<file path="config.mk">
export PLATFORM = sky130hd
export DESIGN_NAME = hbg_gate_ctrl
export DESIGN_NICKNAME = d
export VERILOG_FILES = /design/src/rtl/hbg_pkg.sv /design/src/rtl/hbg_sync.sv /design/src/rtl/hbg_cl_latch.sv /design/src/rtl/hbg_phase_fsm.sv /design/src/rtl/hbg_gate_ctrl.sv
export SDC_FILE = /design/constraint.sdc
export NUM_CORES = 1
export LEC_CHECK = 0
export BUFFER_PORTS_ARGS = -buffer_cell sky130_fd_sc_hd__clkbuf_2
export CORE_UTILIZATION = 55
export DETAILED_ROUTE_END_ITERATION = 6
export HOLD_SLACK_MARGIN = 0.03
export PLACE_DENSITY = 0.76
export SYNTH_ARGS = -nofsm -noshare
export SYNTH_HDL_FRONTEND = slang
export SYNTH_SLANG_ARGS = --single-unit
</file>
<file path="constraint.sdc">
create_clock -name clk -period 2.3 [get_ports clk]
set_clock_uncertainty 0.1 [all_clocks]
set_input_delay 0.115 -clock clk [delete_from_list [all_inputs] [get_ports clk]]
set_output_delay 0.115 -clock clk [all_outputs]
set_load 0.005 [all_outputs]
</file>
<file path="src/rtl/hbg_pkg.sv">
package hbg_pkg;
    typedef enum logic [1:0] {
        PH_OFF  = 2'd0,
        PH_TOP  = 2'd1,
        PH_BOT  = 2'd2,
        PH_DEAD = 2'd3
    } ph_state_e;

    localparam logic [1:0] DIS1_FLOAT = 2'b00;
    localparam logic [1:0] DIS1_LOW   = 2'b01;
endpackage

</file>
<file path="src/rtl/hbg_sync.sv">
module hbg_sync #(
    parameter int W      = 1,
    parameter int STAGES = 2
) (
    input  logic         clk,
    input  logic         rst_n,
    input  logic [W-1:0] d,
    output logic [W-1:0] q
);
    logic [W-1:0] stg_q [STAGES];

    always_ff @(posedge clk or negedge rst_n) begin
        if (!rst_n) begin
            for (int i = 0; i < STAGES; i++) stg_q[i] <= '0;
        end else begin
            stg_q[0] <= d;
            for (int i = 1; i < STAGES; i++) stg_q[i] <= stg_q[i-1];
        end
    end

    assign q = stg_q[STAGES-1];
endmodule

</file>
<file path="src/rtl/hbg_cl_latch.sv">
module hbg_cl_latch (
    input  logic clk,
    input  logic rst_n,
    input  logic cl_en,
    input  logic oc_s,
    input  logic top_s,
    output logic latched,
    output logic limit_eff
);
    logic top_d;
    logic top_rise;

    assign top_rise = top_s & ~top_d;

    always_ff @(posedge clk or negedge rst_n) begin
        if (!rst_n) begin
            top_d   <= 1'b0;
            latched <= 1'b0;
        end else begin
            top_d <= top_s;
            if (!cl_en)        latched <= 1'b0;
            else if (oc_s)     latched <= 1'b1;
            else if (top_rise) latched <= 1'b0;
        end
    end

    // a fresh top edge releases the limit in the same cycle it clears the latch
    assign limit_eff = latched & ~top_rise;
endmodule

</file>
<file path="src/rtl/hbg_phase_fsm.sv">
module hbg_phase_fsm
    import hbg_pkg::*;
#(
    parameter int DEAD_CYC = 8
) (
    input  logic clk,
    input  logic rst_n,
    input  logic top_s,
    input  logic bot_s,
    input  logic dis,
    input  logic limit,
    output logic gate_top,
    output logic gate_bot
);
    localparam int CW = (DEAD_CYC > 1) ? $clog2(DEAD_CYC) : 1;
    localparam logic [CW-1:0] CNT_LAST = CW'(DEAD_CYC - 1);

    ph_state_e st_q, st_d, tgt;
    logic [CW-1:0] cnt_q, cnt_d;

    always_comb begin
        if (dis || (top_s && bot_s)) tgt = PH_OFF;
        else if (top_s)              tgt = limit ? PH_OFF : PH_TOP;
        else if (bot_s)              tgt = PH_BOT;
        else                         tgt = PH_OFF;
    end

    always_comb begin
        st_d  = st_q;
        cnt_d = cnt_q;
        unique case (st_q)
            PH_OFF: st_d = tgt;
            PH_TOP: begin
                if (tgt == PH_BOT) begin
                    st_d  = PH_DEAD;
                    cnt_d = '0;
                end else begin
                    st_d = tgt;
                end
            end
            PH_BOT: begin
                if (tgt == PH_TOP) begin
                    st_d  = PH_DEAD;
                    cnt_d = '0;
                end else begin
                    st_d = tgt;
                end
            end
            PH_DEAD: begin
                if (cnt_q == CNT_LAST) st_d = tgt;
                else                   cnt_d = cnt_q + 1'b1;
            end
        endcase
    end

    always_ff @(posedge clk or negedge rst_n) begin
        if (!rst_n) begin
            st_q  <= PH_OFF;
            cnt_q <= '0;
        end else begin
            st_q  <= st_d;
            cnt_q <= cnt_d;
        end
    end

    always_comb begin
        gate_top = 1'b0;
        gate_bot = 1'b0;
        unique case (st_q)
            PH_OFF:  ;
            PH_TOP:  gate_top = 1'b1;
            PH_BOT:  gate_bot = 1'b1;
            PH_DEAD: ;
        endcase
    end
endmodule

</file>
<file path="src/rtl/hbg_gate_ctrl.sv">
module hbg_gate_ctrl
    import hbg_pkg::*;
#(
    parameter int NUM_PH      = 2,
    parameter int DEAD_CYC    = 8,
    parameter int SYNC_STAGES = 2
) (
    input  logic              clk,
    input  logic              rst_n,
    input  logic [NUM_PH-1:0] top_cmd,
    input  logic [NUM_PH-1:0] bot_cmd,
    input  logic [NUM_PH-1:0] oc_flag,
    input  logic [1:0]        dis1_mode,
    input  logic              dis2,
    output logic [NUM_PH-1:0] gate_top,
    output logic [NUM_PH-1:0] gate_bot,
    output logic              cl_engaged
);
    localparam int SW = 3 * NUM_PH + 3;

    logic [SW-1:0]     raw_in, syn_in;
    logic [NUM_PH-1:0] top_s, bot_s, oc_s, lat, lim;
    logic [1:0]        dm_s;
    logic              d2_s, dis_all, cl_en;

    assign raw_in = {dis2, dis1_mode, oc_flag, bot_cmd, top_cmd};

    hbg_sync #(.W(SW), .STAGES(SYNC_STAGES)) u_sync (
        .clk(clk), .rst_n(rst_n), .d(raw_in), .q(syn_in)
    );

    assign top_s   = syn_in[NUM_PH-1:0];
    assign bot_s   = syn_in[2*NUM_PH-1:NUM_PH];
    assign oc_s    = syn_in[3*NUM_PH-1:2*NUM_PH];
    assign dm_s    = syn_in[3*NUM_PH+1:3*NUM_PH];
    assign d2_s    = syn_in[SW-1];
    assign dis_all = dm_s[1] | d2_s;
    assign cl_en   = (dm_s == DIS1_FLOAT);

    for (genvar g = 0; g < NUM_PH; g++) begin : g_ph
        hbg_cl_latch u_lat (
            .clk(clk), .rst_n(rst_n), .cl_en(cl_en), .oc_s(oc_s[g]),
            .top_s(top_s[g]), .latched(lat[g]), .limit_eff(lim[g])
        );
        hbg_phase_fsm #(.DEAD_CYC(DEAD_CYC)) u_fsm (
            .clk(clk), .rst_n(rst_n), .top_s(top_s[g]), .bot_s(bot_s[g]),
            .dis(dis_all), .limit(lim[g]),
            .gate_top(gate_top[g]), .gate_bot(gate_bot[g])
        );
    end

    assign cl_engaged = |lat;
endmodule

</file>
Yosys cells after proc, flatten, opt, wreduce, memory -nomap -nowiden
Cells that the tools add are included.
{"block": "word_totals", "register_bits": 32, "wordCells": 89}
{"block": "classes", "add_sub_neg": 2, "n_eq_ne": 22, "n_mux": 34, "n_bitwise": 9, "n_reduce_logical": 12}
{"op": "2-bit 2-to-1 mux", "n": 12}
{"op": "3-bit 2-to-1 mux", "n": 6}
{"op": "3-bit one-hot mux with 3 select lines", "n": 2}
{"op": "2-bit one-hot mux with 4 select lines", "n": 2}
{"op": "2-bit == test (second input constant)", "n": 6}
{"op": "1-bit 2-to-1 mux", "n": 12}
{"op": "2-bit by 1-bit inequality test with 1-bit output (second input constant)", "n": 6}
{"op": "2-bit by 1-bit == test with 1-bit output (second input constant)", "n": 4}
{"op": "4-bit AND reduction", "n": 2}
{"op": "3-bit by 1-bit adder with 3-bit output (second input constant)", "n": 2}
{"op": "3-bit == test (second input constant)", "n": 2}
{"op": "2-bit zero test", "n": 3}
{"op": "3-bit nonzero test", "n": 2}
{"op": "1-bit AND", "n": 4}
{"op": "2-bit inequality test (second input constant)", "n": 2}
{"op": "1-bit inverter", "n": 4}
{"op": "3-bit by 2-bit inequality test with 1-bit output (second input constant)", "n": 1}
{"op": "3-bit inequality test (second input constant)", "n": 1}
{"op": "1-bit logical AND", "n": 2}
{"op": "1-bit logical OR", "n": 2}
{"op": "2-bit OR reduction", "n": 1}
{"op": "1-bit OR", "n": 1}

Depth between registers and ports, before layout
Gate-level depths: netlist (run 1).
{"block": "logic_depth", "word_depth": 10, "ltp_mapped": 6}

Modules after synthesis
A second synthesis (run 1) with hierarchy kept.
{"block": "hier_totals", "hier_cells": 116, "hier_area_um2": 1400.1}
{"mod": "hbg_phase_fsm", "instances": 2, "cells_per_inst": 36, "area_per_inst_um2": 356.6, "seq_area_each_um2": 125.1}
{"mod": "hbg_sync", "instances": 1, "cells_per_inst": 27, "area_per_inst_um2": 518.0, "seq_area_each_um2": 450.4}
{"mod": "hbg_cl_latch", "instances": 2, "cells_per_inst": 7, "area_per_inst_um2": 76.3, "seq_area_each_um2": 50.0}
{"mod": "hbg_gate_ctrl", "instances": 1, "cells_per_inst": 3, "area_per_inst_um2": 16.3, "seq_area_each_um2": 0.0}

Worst setup path after synthesis (run 1)
Ideal clock, no wire load.
{"block": "synth_timing", "path_type": "reg2reg", "from": "reg u_sync.stg_q, in the netlist u_sync.q[1]", "to": "reg g_ph[1].u_fsm.cnt_q[1]", "arrival_ns": 1.597, "required_time_ns": 2.078, "setup_slack_ns": 0.482, "stages_incl_launch_ff": 5, "n_path_buf": 0, "period_less_slack_ns": 1.818, "cell_sequence": "dfrtp_1 > or4b_2 > a21oi_2 > o211ai_1 > a32o_1"}
{"block": "synth_between", "elab_chain_cells": 9, "elab_cells_between_ends": 13, "cone_classes": "eq/ne (4); mux (3); bitwise (3); reduce/logical (3)"}
{"element": "start, declared", "line": "hbg_sync.sv:10", "rtl": "logic [W-1:0] stg_q [STAGES];"}
{"element": "1-bit AND", "line": "hbg_cl_latch.sv:13", "rtl": "assign top_rise = top_s & ~top_d;"}
{"element": "1-bit inverter", "line": "hbg_cl_latch.sv:28", "rtl": "assign limit_eff = latched & ~top_rise;"}
{"element": "1-bit AND", "line": "hbg_cl_latch.sv:28"}
{"element": "1-bit 2-to-1 mux", "line": "hbg_phase_fsm.sv:23", "rtl": "else if (top_s) tgt = limit ? PH_OFF : PH_TOP;"}
{"element": "2-bit 2-to-1 mux", "line": "hbg_phase_fsm.sv:23"}
{"element": "2-bit 2-to-1 mux *", "line": "hbg_phase_fsm.sv:22", "rtl": "if (dis || (top_s && bot_s)) tgt = PH_OFF;"}
{"element": "2-bit by 1-bit == test with 1-bit output or 2-bit == test (tied branches)", "line": "hbg_phase_fsm.sv:42, hbg_phase_fsm.sv:34"}
{"element": "2-bit by 1-bit inequality test with 1-bit output (no source line)"}
{"element": "4-bit AND reduction (no source line) *"}
{"element": "end signal, assigned", "line": "hbg_phase_fsm.sv:62", "rtl": "cnt_q <= cnt_d;"}
{"element": "end, declared", "line": "hbg_phase_fsm.sv:19", "rtl": "logic [CW-1:0] cnt_q, cnt_d;"}
Every way passes the cells marked *; elsewhere a longest branch is shown, timed or not.
A chain may end at the register's enable or synchronous reset.

Worst setup path after layout (run 1)
{"block": "layout_timing", "from": "reg u_sync.stg_q, in the netlist u_sync.q[7]", "to": "reg g_ph[0].u_fsm.cnt_q[2]"}
{"block": "layout_between", "elab_chain_cells": 6, "elab_cells_between_ends": 8, "cone_classes": "eq/ne (4); mux (1); bitwise (1); reduce/logical (2)"}
{"element": "1-bit OR *", "line": "hbg_gate_ctrl.sv:37", "rtl": "assign dis_all = dm_s[1] | d2_s;"}
{"element": "1-bit logical OR *", "line": "hbg_phase_fsm.sv:22"}
{"element": "2-bit 2-to-1 mux *", "line": "hbg_phase_fsm.sv:22"}
{"element": "2-bit by 1-bit == test with 1-bit output or 2-bit == test (tied branches)", "line": "hbg_phase_fsm.sv:42, hbg_phase_fsm.sv:34"}
{"element": "2-bit by 1-bit inequality test with 1-bit output (no source line)"}
{"element": "4-bit AND reduction (no source line) *"}
{"element": "end signal, assigned", "line": "hbg_phase_fsm.sv:62"}
{"element": "end, declared", "line": "hbg_phase_fsm.sv:19"}
Marked as above.

==> results.yml, run 1 <==
critical_path:
  critical_path_required_time_ns: 2.42
  timing.setup.critical_path_class: "reg2reg"
  crit-reg2reg-capture: "g_ph[0].u_fsm.cnt_q[2]$_DFFE_PN0P_"
  reg2reg_path_depth: 4
  critical_path_arrival_ns: 2.08
  timing.reg2reg.setup_slack_ns: 0.34
  timing.critical_path.from_type: "flop"
  timing.critical_path.to_type: "flop"
  rr_startpoint: "u_sync.q[7]$_DFF_PN0_"
  critical_path_peak_fanout: 6
timing:
  max_freq_mhz: 510
  final-max-slew-violation-count: 0
  post-route-period-util_pct: 85.2
  pin_slew_with_the_least_headroom_to_its_limit_ns: 0.754
  finalSetupViolCount: 0
  setup_tns_ns: 0
  timing.slew.headroom_pct: 49.8
  postLayoutSetupSlackWorst_ns: 0.341
  rsz_0062_raised_after_global_routing: "false"
  final.min_clock_period_ns: 1.96
  hold_viol: 0
global_route:
  vias_in_the_first_global_route: 914
  grt_usage_pct: 20.3
  initial_antenna_violation_count: 0
  grt_first_pass_wirelength_um: 3840
  grt-ovfl-total: 0
  grt_max_degree: 33
routing:
  drtAntennaViolNets: 0
  drt_first_pass_iters: 4
  vias_per_cell: 5.26
  route.detailed.wl_per_inst_um: 12.0
  remaining_drc_errors: 0
  drt_wl_total_um: 2060
  dr_total_vias: 904
  1st_iter_drt_viols: 10
placed_design:
  placed_area_um2: 1470
  gpl_congestion: 0.833
  dp_slack_ns: 0.379
  hpwlAfterDp_um: 1450
  numPlacedInstances: 154
  io_buffer_count: 15
min_path:
  worst_hold_path.num_cells: 0
  timing.hold.worst.class: "reg2reg"
  hold_path_startpoint: "u_sync.stg_q[14]$_DFF_PN0_"
  worst_hold_path.endpoint: "u_sync.q[5]$_DFF_PN0_"
floorplanning:
  die_y_um: 52.3
  start_util_pct: 60.7
  core-area_um2: 2300
  fp.dieArea_um2: 2740
  dieWidth_um: 52.3
  row_count: 17
  top_level_ports: 16
synth:
  yosys.area.top_type: "dfrtp_1"
  synth_cells: 116
  postSynth.asyncResetShare_pct: 100
  synth_edf_count: 0
  yosys.area_share.adder_pct: 10.8
  synth_mux_area_share_pct: 0
  seq_area_frac_synth_pct: 57.5
  synth-compound-area-share_pct: 15.2
  synth_most_common_cell: "dfrtp_1"
  post_synth.cell_area_avg_um2: 12.0
  synth.distinct_cells: 30
  post_synth_main_area_contributors: "dfrtp_1, ha_1, a32o_1"
  post_synth_most_frequent_cells: "dfrtp_1, ha_1, inv_1"
  main_combinational_cell_family_by_area_after_synthesis: "compound AO/OA/AOI/OAI gates"
  synth_xor_area_share_pct: 0
  synth.net_count: 139
  synth.top_cell.area_share_pct: 57.5
  synth.cell_area_um2: 1390
  synthesis.yosys.warnings: 0
  synthSimpleGateAreaFrac_pct: 11.4
  post_synthesis_register_bit_count: 32
  ys.flop_type: "dfrtp_1"
power_and_ir_drop:
  power_per_cell_area_nw_per_um2: 658
  peakVddDrop_mv: 0.634
  finalPower_w: 0.00109
  p_leak_nw: 0.778
outcome:
  status: "finished clean"
cts:
  clkSlewWorstSetupHoldPaths_ns: 0.10
  cts-resized-gates: 0
  cts_tree: "yes"
  clk_root_buffer_cell: "clkbuf_4"
  post-cts-setup-buffer-count: 0
  holdBufCountCts: 10
  tritoncts.num_buffers: 5
  clk-insertion-delay-late_ns: 0.33
  cts_buffer_depth: 2
  cts_sinks: 32
  h_tree_levels: 2
finish:
  final-instance-count-excl-fill: 172
  fin_area_um2: 1650
  layout-drive-gt1-share_pct: 18.8
  area_growth_syn_to_layout_pct: 18.3
  diodes: 0
  final_net_count: 166
run:
  maxCapViolCount: 0
[through the flow]
step | util [%] | hold WS, ns
6_report | 71.8 | 0.254
5_1_grt | 71.8 | 0.260
4_1_cts | 71.8 | 0.255
3_5_place_dp | 63.9 | 0.125
3_3_place_gp | 63.9 | 0.111
2_1_floorplan | - | -0.281
[sequential cells by signal, indices dropped and copies added (netlist names)]
signal,cells
g_ph.u_fsm.cnt_q,6
u_sync.stg_q,9
g_ph.u_lat.latched,2
u_sync.q,9
g_ph.u_fsm.st_q,4
g_ph.u_lat.top_d,2
[kinds of logic after synthesis]
kind of cell    Yosys count
flops                    32
buf+inv                  15
fa+ha+maj                12
compound gates           29
simple gates             28
[worst max-delay path by stage]
stage	start	end	cells after the start
final	u_sync.q[7]$_DFF_PN0_	g_ph[0].u_fsm.cnt_q[2]$_DFFE_PN0P_	4
after CTS	u_sync.q[7]$_DFF_PN0_	g_ph[0].u_fsm.cnt_q[2]$_DFFE_PN0P_	3
after floorplan	u_sync.q[1]$_DFF_PN0_	g_ph[1].u_fsm.cnt_q[1]$_DFFE_PN0P_	4
after global routing	u_sync.q[7]$_DFF_PN0_	g_ph[0].u_fsm.cnt_q[2]$_DFFE_PN0P_	3
after detailed placement	u_sync.q[7]$_DFF_PN0_	g_ph[1].u_fsm.cnt_q[1]$_DFFE_PN0P_	4
after global placement	u_sync.q[1]$_DFF_PN0_	g_ph[1].u_fsm.cnt_q[2]$_DFFE_PN0P_	4
[area by class of cell]
| type | instances | area [um2] |
|---|---|---|
| well taps | 28 | 35.0 |
| inverters | 10 | 37.5 |
| flip-flops and latches | 32 | 801 |
| multi-input cells | 69 | 520 |
| fillers | 179 | 648 |
| repair buffers | 25 | 175 |
| clock buffers | 5 | 37.5 |
| clock inverters | 3 | 42.5 |
[worst max-delay path, stage by stage (launching register included)]
cell and delay, ns:
dfrtp_1 0.44, or4b_1 0.62, a221oi_1 0.28, o21ai_0 0.18, a32o_1 0.23
[placed cells by master (no fill, tap or decap), types with 4 or more instances in the layout]
cell type / count
dlygate4sd3_1: 10
dfrtp_1: 32
a32o_1: 4
inv_1: 10
nor2_1: 8
ha_1: 12
nand2b_1: 4
clkbuf_4: 5
o21ai_0: 7
clkbuf_2: 15
a21oi_1: 4
[power breakdown]
| part | leakage (nW) | internal, W | switching (W) |
|---|---|---|---|
| clock | 0.0412 | 0.000226 | 0.000191 |
| combinational | 0.338 | 0.0000348 | 0.0000373 |
| sequential | 0.399 | 0.000584 | 0.0000117 |
[layer usage]
metal  track usage [%]  up-vias  share of wire, %
met2              31.4       20                45
met5                 0        -                 0
met1              24.9      416                48
met3              7.83        5               4.3
li1                  -      463                 -
met4              9.21        0               1.9
No activity file was read; power rests on OpenSTA's default activity.
==> run 2, diff against run 1 <==
ABC_AREA = 1   (was not set)
PLACE_DENSITY = 0.75   (was 0.76)
==> run 2 against run 1 <==
  * Flip-flop and latch count unchanged
  * Die area up 6.8%
  * Final area up 5.0%
  * Combinational power down 8.5%
  * Worst hold slack worse by 0.0034 ns
  * Via count up 11%
  * Critical endpoint is now gate_bot[1]
==> results.yml, run 2 <==
floorplanning:
  fp.dieArea_um2: 2930
  row_count: 18
  die_y_um: 54.1
  top_level_ports: 16
  dieWidth_um: 54.1
  core-area_um2: 2520
  start_util_pct: 59.2
critical_path:
  timing.critical_path.to_type: "output pin"
  critical_path_arrival_ns: 1.29
  crit_start: "g_ph[1].u_fsm.st_q[0]$_DFFE_PN0P_"
  timing.critical_path.from_type: "flop"
  critical_path_peak_fanout: 4
  timing.setup.critical_path_class: "reg2out"
  rr_startpoint: "g_ph[1].u_fsm.cnt_q[0]$_DFFE_PN0P_"
  critical_path_required_time_ns: 2.09
routing:
  drt_wl_total_um: 2360
  drt_first_pass_iters: 3
  route.detailed.wl_per_inst_um: 11.7
  dr_total_vias: 1000
  vias_per_cell: 4.95
  remaining_drc_errors: 0
  1st_iter_drt_viols: 6
  drtAntennaViolNets: 0
global_route:
  grt-ovfl-total: 0
  grt_max_degree: 33
  grt_first_pass_wirelength_um: 4060
  grt_usage_pct: 20.6
  initial_antenna_violation_count: 0
  vias_in_the_first_global_route: 1050
synth:
  post_synthesis_register_bit_count: 32
  post_synth_main_area_contributors: "dfrtp_1, ha_1, nand2_1"
  synth.top_cell.area_share_pct: 53.6
  synthesis.yosys.warnings: 0
  synth_edf_count: 0
  postSynth.asyncResetShare_pct: 100
  ys.flop_type: "dfrtp_1"
  post_synth_most_frequent_cells: "nand2_1, dfrtp_1, inv_1"
  yosys.area.top_type: "dfrtp_1"
  synth.distinct_cells: 19
  synth_cells: 143
  synth_most_common_cell: "nand2_1"
  post_synth.cell_area_avg_um2: 10.4
  seq_area_frac_synth_pct: 53.6
  synth.net_count: 166
  synth.cell_area_um2: 1490
power_and_ir_drop:
  power_report.internal_total_w: 0.000730
  peakVddDrop_mv: 0.676
  power_per_cell_area_nw_per_um2: 555
  sequential_fraction_of_design_power_pct: 61.7
  share_comb_of_total_power_pct: 6.9
  sw_frac_of_total_pct: 24.0
  p_sw_w: 0.000231
  clock_power_share_pct: 31.4
  p_leak_nw: 0.921
outcome:
  status: "finished clean"
min_path:
  hold_path_startpoint: "u_sync.stg_q[11]$_DFF_PN0_"
  timing.hold.worst.class: "reg2reg"
timing:
  post-route-period-util_pct: 65.4
  hold_viol: 0
  worst_hold_slack_ns: 0.250
  max_freq_mhz: 665
  final.min_clock_period_ns: 1.50
  final-max-slew-violation-count: 0
  rsz_0062_raised_after_global_routing: "false"
  pin_slew_with_the_least_headroom_to_its_limit_ns: 0.766
  timing.slew.headroom_pct: 49.0
  setup_tns_ns: 0
  finalSetupViolCount: 0
cts:
  h_tree_levels: 2
  clk_root_buffer_cell: "clkbuf_4"
  tritoncts.num_buffers: 5
  cts_buffer_depth: 2
  post-cts-setup-buffer-count: 0
  cts_sinks: 32
  clk-insertion-delay-late_ns: 0.32
  cts_tree: "yes"
  clkSlewWorstSetupHoldPaths_ns: 0.10
  cts-resized-gates: 0
finish:
  final_net_count: 194
  layout-drive-gt1-share_pct: 26.7
  most-common-layout-cells: "nand2_1, dfrtp_1, clkbuf_2"
  layout.cells.most_common: "nand2_1"
  diodes: 0
  area_growth_syn_to_layout_pct: 16.0
placed_design:
  gpl_congestion: 0.765
  hpwlAfterDp_um: 1810
  io_buffer_count: 15
run:
  maxCapViolCount: 0
[run 2: path summary, 6_finish.rpt]
check / end / slack [ns] / depth (start not counted)
worst max-delay path: gate_bot[1] / 0.80 / 3
worst min-delay path: u_sync.q[2]$_DFF_PN0_ / 0.25 / 0
worst max register to register: g_ph[1].u_fsm.cnt_q[0]$_DFFE_PN0P_ / 0.81 / 6
worst min register to register: u_sync.q[2]$_DFF_PN0_ / 0.25 / 0
max in group asynchronous: u_sync.stg_q[10]$_DFF_PN0_ / 1.32 / 2
min in group asynchronous: g_ph[0].u_fsm.cnt_q[0]$_DFFE_PN0P_ / 0.29 / 2
[run 2: power groups by stage]
| stage | clock (W) | combinational [W] | sequential (W) |
|---|---|---|---|
| 2_1_floorplan | 0 | 0.0000297 | 0.000601 |
| 3_3_place_gp | 0 | 0.0000516 | 0.000602 |
| 3_5_place_dp | 0 | 0.0000535 | 0.000605 |
| 4_1_cts | 0.000318 | 0.0000669 | 0.000593 |
| 5_1_grt | 0.000339 | 0.0000744 | 0.000596 |
| 6_report | 0.000302 | 0.0000659 | 0.000593 |
[run 2: logic make-up after synthesis]
kind of cell	synth area share (%)
AO/OA/AOI/OAI	7.21
adder cells (fa/ha/maj)	10.1
flip-flops	53.6
AND/OR/NAND/NOR	22.5
buffers and inverters	6.54
[run 2: what timing repair did]
action / 4_1_cts / 5_1_grt
hold buffers: 10 / 0
hold endpoints to repair: 41 / 0
endpoints found under the setup margin: 0 / 0
[run 2: critical path: stages, from the launching register on]
cell and delay, ns:
dfrtp_1 0.42, inv_1 0.11, ha_1 0.28, clkbuf_2 0.16
[run 2: stage by stage]
step	instances	setup slack (ns)	utilization (%)	total power (W)	instance area [um2]
4_1_cts	202	0.761	68.7	0.000978	1730
3_3_place_gp	184	0.880	62.5	0.000654	1580
3_5_place_dp	184	0.804	62.5	0.000658	1580
5_1_grt	202	0.706	68.7	0.00101	1730
6_report	202	0.796	68.7	0.000960	1730
2_1_floorplan	143	0.931	-	0.000631	1490
[run 2: metal layers]
layer / share of wire (%) / vias to the layer above / global-route usage, % / wire length, um
li1: - / 506 / - / -
met1: 40 / 475 / 20.3 / 949
met2: 56 / 17 / 38.3 / 1320
met3: 3.2 / 2 / 7.91 / 76
met4: 0.63 / 0 / 8.12 / 15
met5: 0 / - / 0 / 0
[run 2: layout make-up]
class                   instances  area [um2]
flip-flops and latches         32         801
fillers                       193         791
multi-input cells              89         594
repair buffers                 25         175
inverters                      18        67.6
clock buffers                   5        37.5
well taps                      30        37.5
clock inverters                 3        18.8
==> run 3, diff against run 2 <==
clock period = 1.4 ns   (was 2.3 ns; I/O delays follow)
==> run 3 against run 2 <==
  * The flow now finishes with violations (setup timing)
  * Via count increased by 3.7%
  * Final area increased by 12%
  * First-iteration DRC count increased by 33%
  * Final cell count increased by 4.5%
  * Setup slack got worse by 0.80 ns
  * Clock power increased by 120%
  * Non-clock buffer count increased by 9
  * Largest cell class unchanged
==> results.yml, run 3 (synthesized netlist as in run 2, its figures left out) <==
outcome:
  status: "complete, but fails checks"
  failed_checks: "setup timing"
timing:
  pin_slew_with_the_least_headroom_to_its_limit_ns: 0.394
  post-route-period-util_pct: 100
  timing.slew.headroom_pct: 73.7
  final-max-slew-violation-count: 0
  rsz_0062_raised_after_global_routing: "true"
  postLayoutSetupSlackWorst_ns: -0.000485
  final.min_clock_period_ns: 1.40
  finalSetupViolCount: 1
  hold_viol: 0
  max_freq_mhz: 714
finish:
  layout-drive-gt1-share_pct: 39.2
  diodes: 0
  final_net_count: 203
  layout.cells.most_common: "nand2_1"
  most-common-layout-cells: "nand2_1, dfrtp_1, clkbuf_2"
  area_growth_syn_to_layout_pct: 29.8
critical_path:
  reg2reg_path_depth: 6
  cp_slowest_stage_delay_ns: 0.41
  critical_path_arrival_ns: 1.57
  critical_path_peak_fanout: 3
  timing.critical_path.to_type: "flop"
  crit_path_top_delay_cell: "dfrtp_1"
  timing.setup.critical_path_class: "reg2reg"
  critical_path_required_time_ns: 1.57
  timing.critical_path.from_type: "flop"
  rr_startpoint: "g_ph[1].u_fsm.cnt_q[0]$_DFFE_PN0P_"
  crit-reg2reg-capture: "g_ph[1].u_fsm.cnt_q[0]$_DFFE_PN0P_"
  crit_start: "g_ph[1].u_fsm.cnt_q[0]$_DFFE_PN0P_"
  critical_path_cell_list: "ha_2, ha_4, a21oi_4, buf_4, nand4_1, nand2_1"
  timing.reg2reg.setup_slack_ns: -0.0005
cts:
  clk-insertion-delay-late_ns: 0.32
  clk_root_buffer_cell: "clkbuf_4"
  cts_tree: "yes"
  tritoncts.num_buffers: 5
  cts_sinks: 32
  clkSlewWorstSetupHoldPaths_ns: 0.10
  h_tree_levels: 2
  cts_buffer_depth: 2
placed_design:
  hpwlAfterDp_um: 1610
  dp_slack_ns: -0.0403
  gpl_congestion: 0.775
  io_buffer_count: 15
routing:
  drt_first_pass_iters: 4
  drtAntennaViolNets: 0
  highest_layer: "met4"
  dr_total_vias: 1037
  detailroute.wirelength.met2_um: 1330
  wirelength_met1_um: 978
  remaining_drc_errors: 0
  1st_iter_drt_viols: 8
  vias_per_cell: 4.91
  route.detailed.wl_per_inst_um: 11.7
  wl_met3_um: 130
  drt_wl_total_um: 2460
floorplanning:
  die_y_um: 54.1
  fp.dieArea_um2: 2930
  start_util_pct: 59.2
  core-area_um2: 2520
  row_count: 18
  top_level_ports: 16
  dieWidth_um: 54.1
global_route:
  grt_max_degree: 33
  grt-ovfl-total: 0
  grt_usage_pct: 20.3
  vias_in_the_first_global_route: 972
  initial_antenna_violation_count: 0
  grt_first_pass_wirelength_um: 3990
power_and_ir_drop:
  finalPower_w: 0.00177
  power_per_cell_area_nw_per_um2: 911
  p_leak_nw: 0.966
  peakVddDrop_mv: 1.31
min_path:
  timing.hold.worst.class: "in2async"
run:
  maxCapViolCount: 0
-- run 3: how the worst max path moves through the flow --
stage | to | cells after the start | slack [ns]
finish | g_ph[1].u_fsm.cnt_q[0]$_DFFE_PN0P_ | 6 | -0.0005
global route | g_ph[1].u_fsm.st_q[0]$_DFFE_PN0P_ | 6 | -0.06
CTS | gate_top[1] | 3 | -0.008
detailed placement | g_ph[1].u_fsm.cnt_q[1]$_DFFE_PN0P_ | 6 | -0.04
global placement | g_ph[1].u_fsm.cnt_q[0]$_DFFE_PN0P_ | 6 | -0.008
floorplan | g_ph[1].u_fsm.cnt_q[0]$_DFFE_PN0P_ | 6 | 0.03
-- run 3: critical path, delay by kind of cell (launching register included) --
family,cells,cell delay [ns]
compound gates,1,0.16
fa+ha+maj,2,0.38
flops,1,0.41
buf+inv,1,0.14
simple gates,2,0.16
-- run 3: area by class of cell --
cell class                 count  area (um2)
inverter                      18        67.6
sequential                    32         802
tap                           30        37.5
clock buffer                   5        37.5
multi-input combinational     89         704
fill                         146         584
timing repair buffer          34         246
clock inverter                 3        42.5
-- run 3: timing repair --
action,4_1_cts,5_1_grt
resized for setup,8,16
endpoints found under the hold margin,41,0
hold buffers,10,0
pin swaps,2,3
setup buffers,0,6
endpoints found under the setup margin,13,14
-- run 3: where the power goes --
part           total [W]  internal (W)  switching, W
Clock           0.000675      0.000372      0.000303
Sequential      0.000973      0.000956     0.0000167
Combinational   0.000118     0.0000567     0.0000613
Total            0.00177       0.00139      0.000381
-- run 3: per-stage QoR --
| stage | cell area (um2) | TNS, ns | std cells | util (%) | hold slack, ns |
|---|---|---|---|---|---|
| after floorplan | 1490 | 0 | 143 | - | -0.326 |
| after global placement | 1600 | -0.00913 | 187 | 63.3 | 0.00351 |
| after detailed placement | 1600 | -0.216 | 187 | 63.3 | 0.00807 |
| after CTS | 1810 | -0.00776 | 205 | 71.9 | 0.187 |
| after global routing | 1940 | -0.409 | 211 | 76.8 | 0.221 |
| final | 1940 | -0.000485 | 211 | 76.8 | 0.180 |
-- run 3: layer usage --
layer  GRT usage [%]  vias to the layer above
met5               0                        -
met1            21.6                      488
met3            8.19                        2
met4            8.12                        0
li1                -                      525
met2            35.6                       22
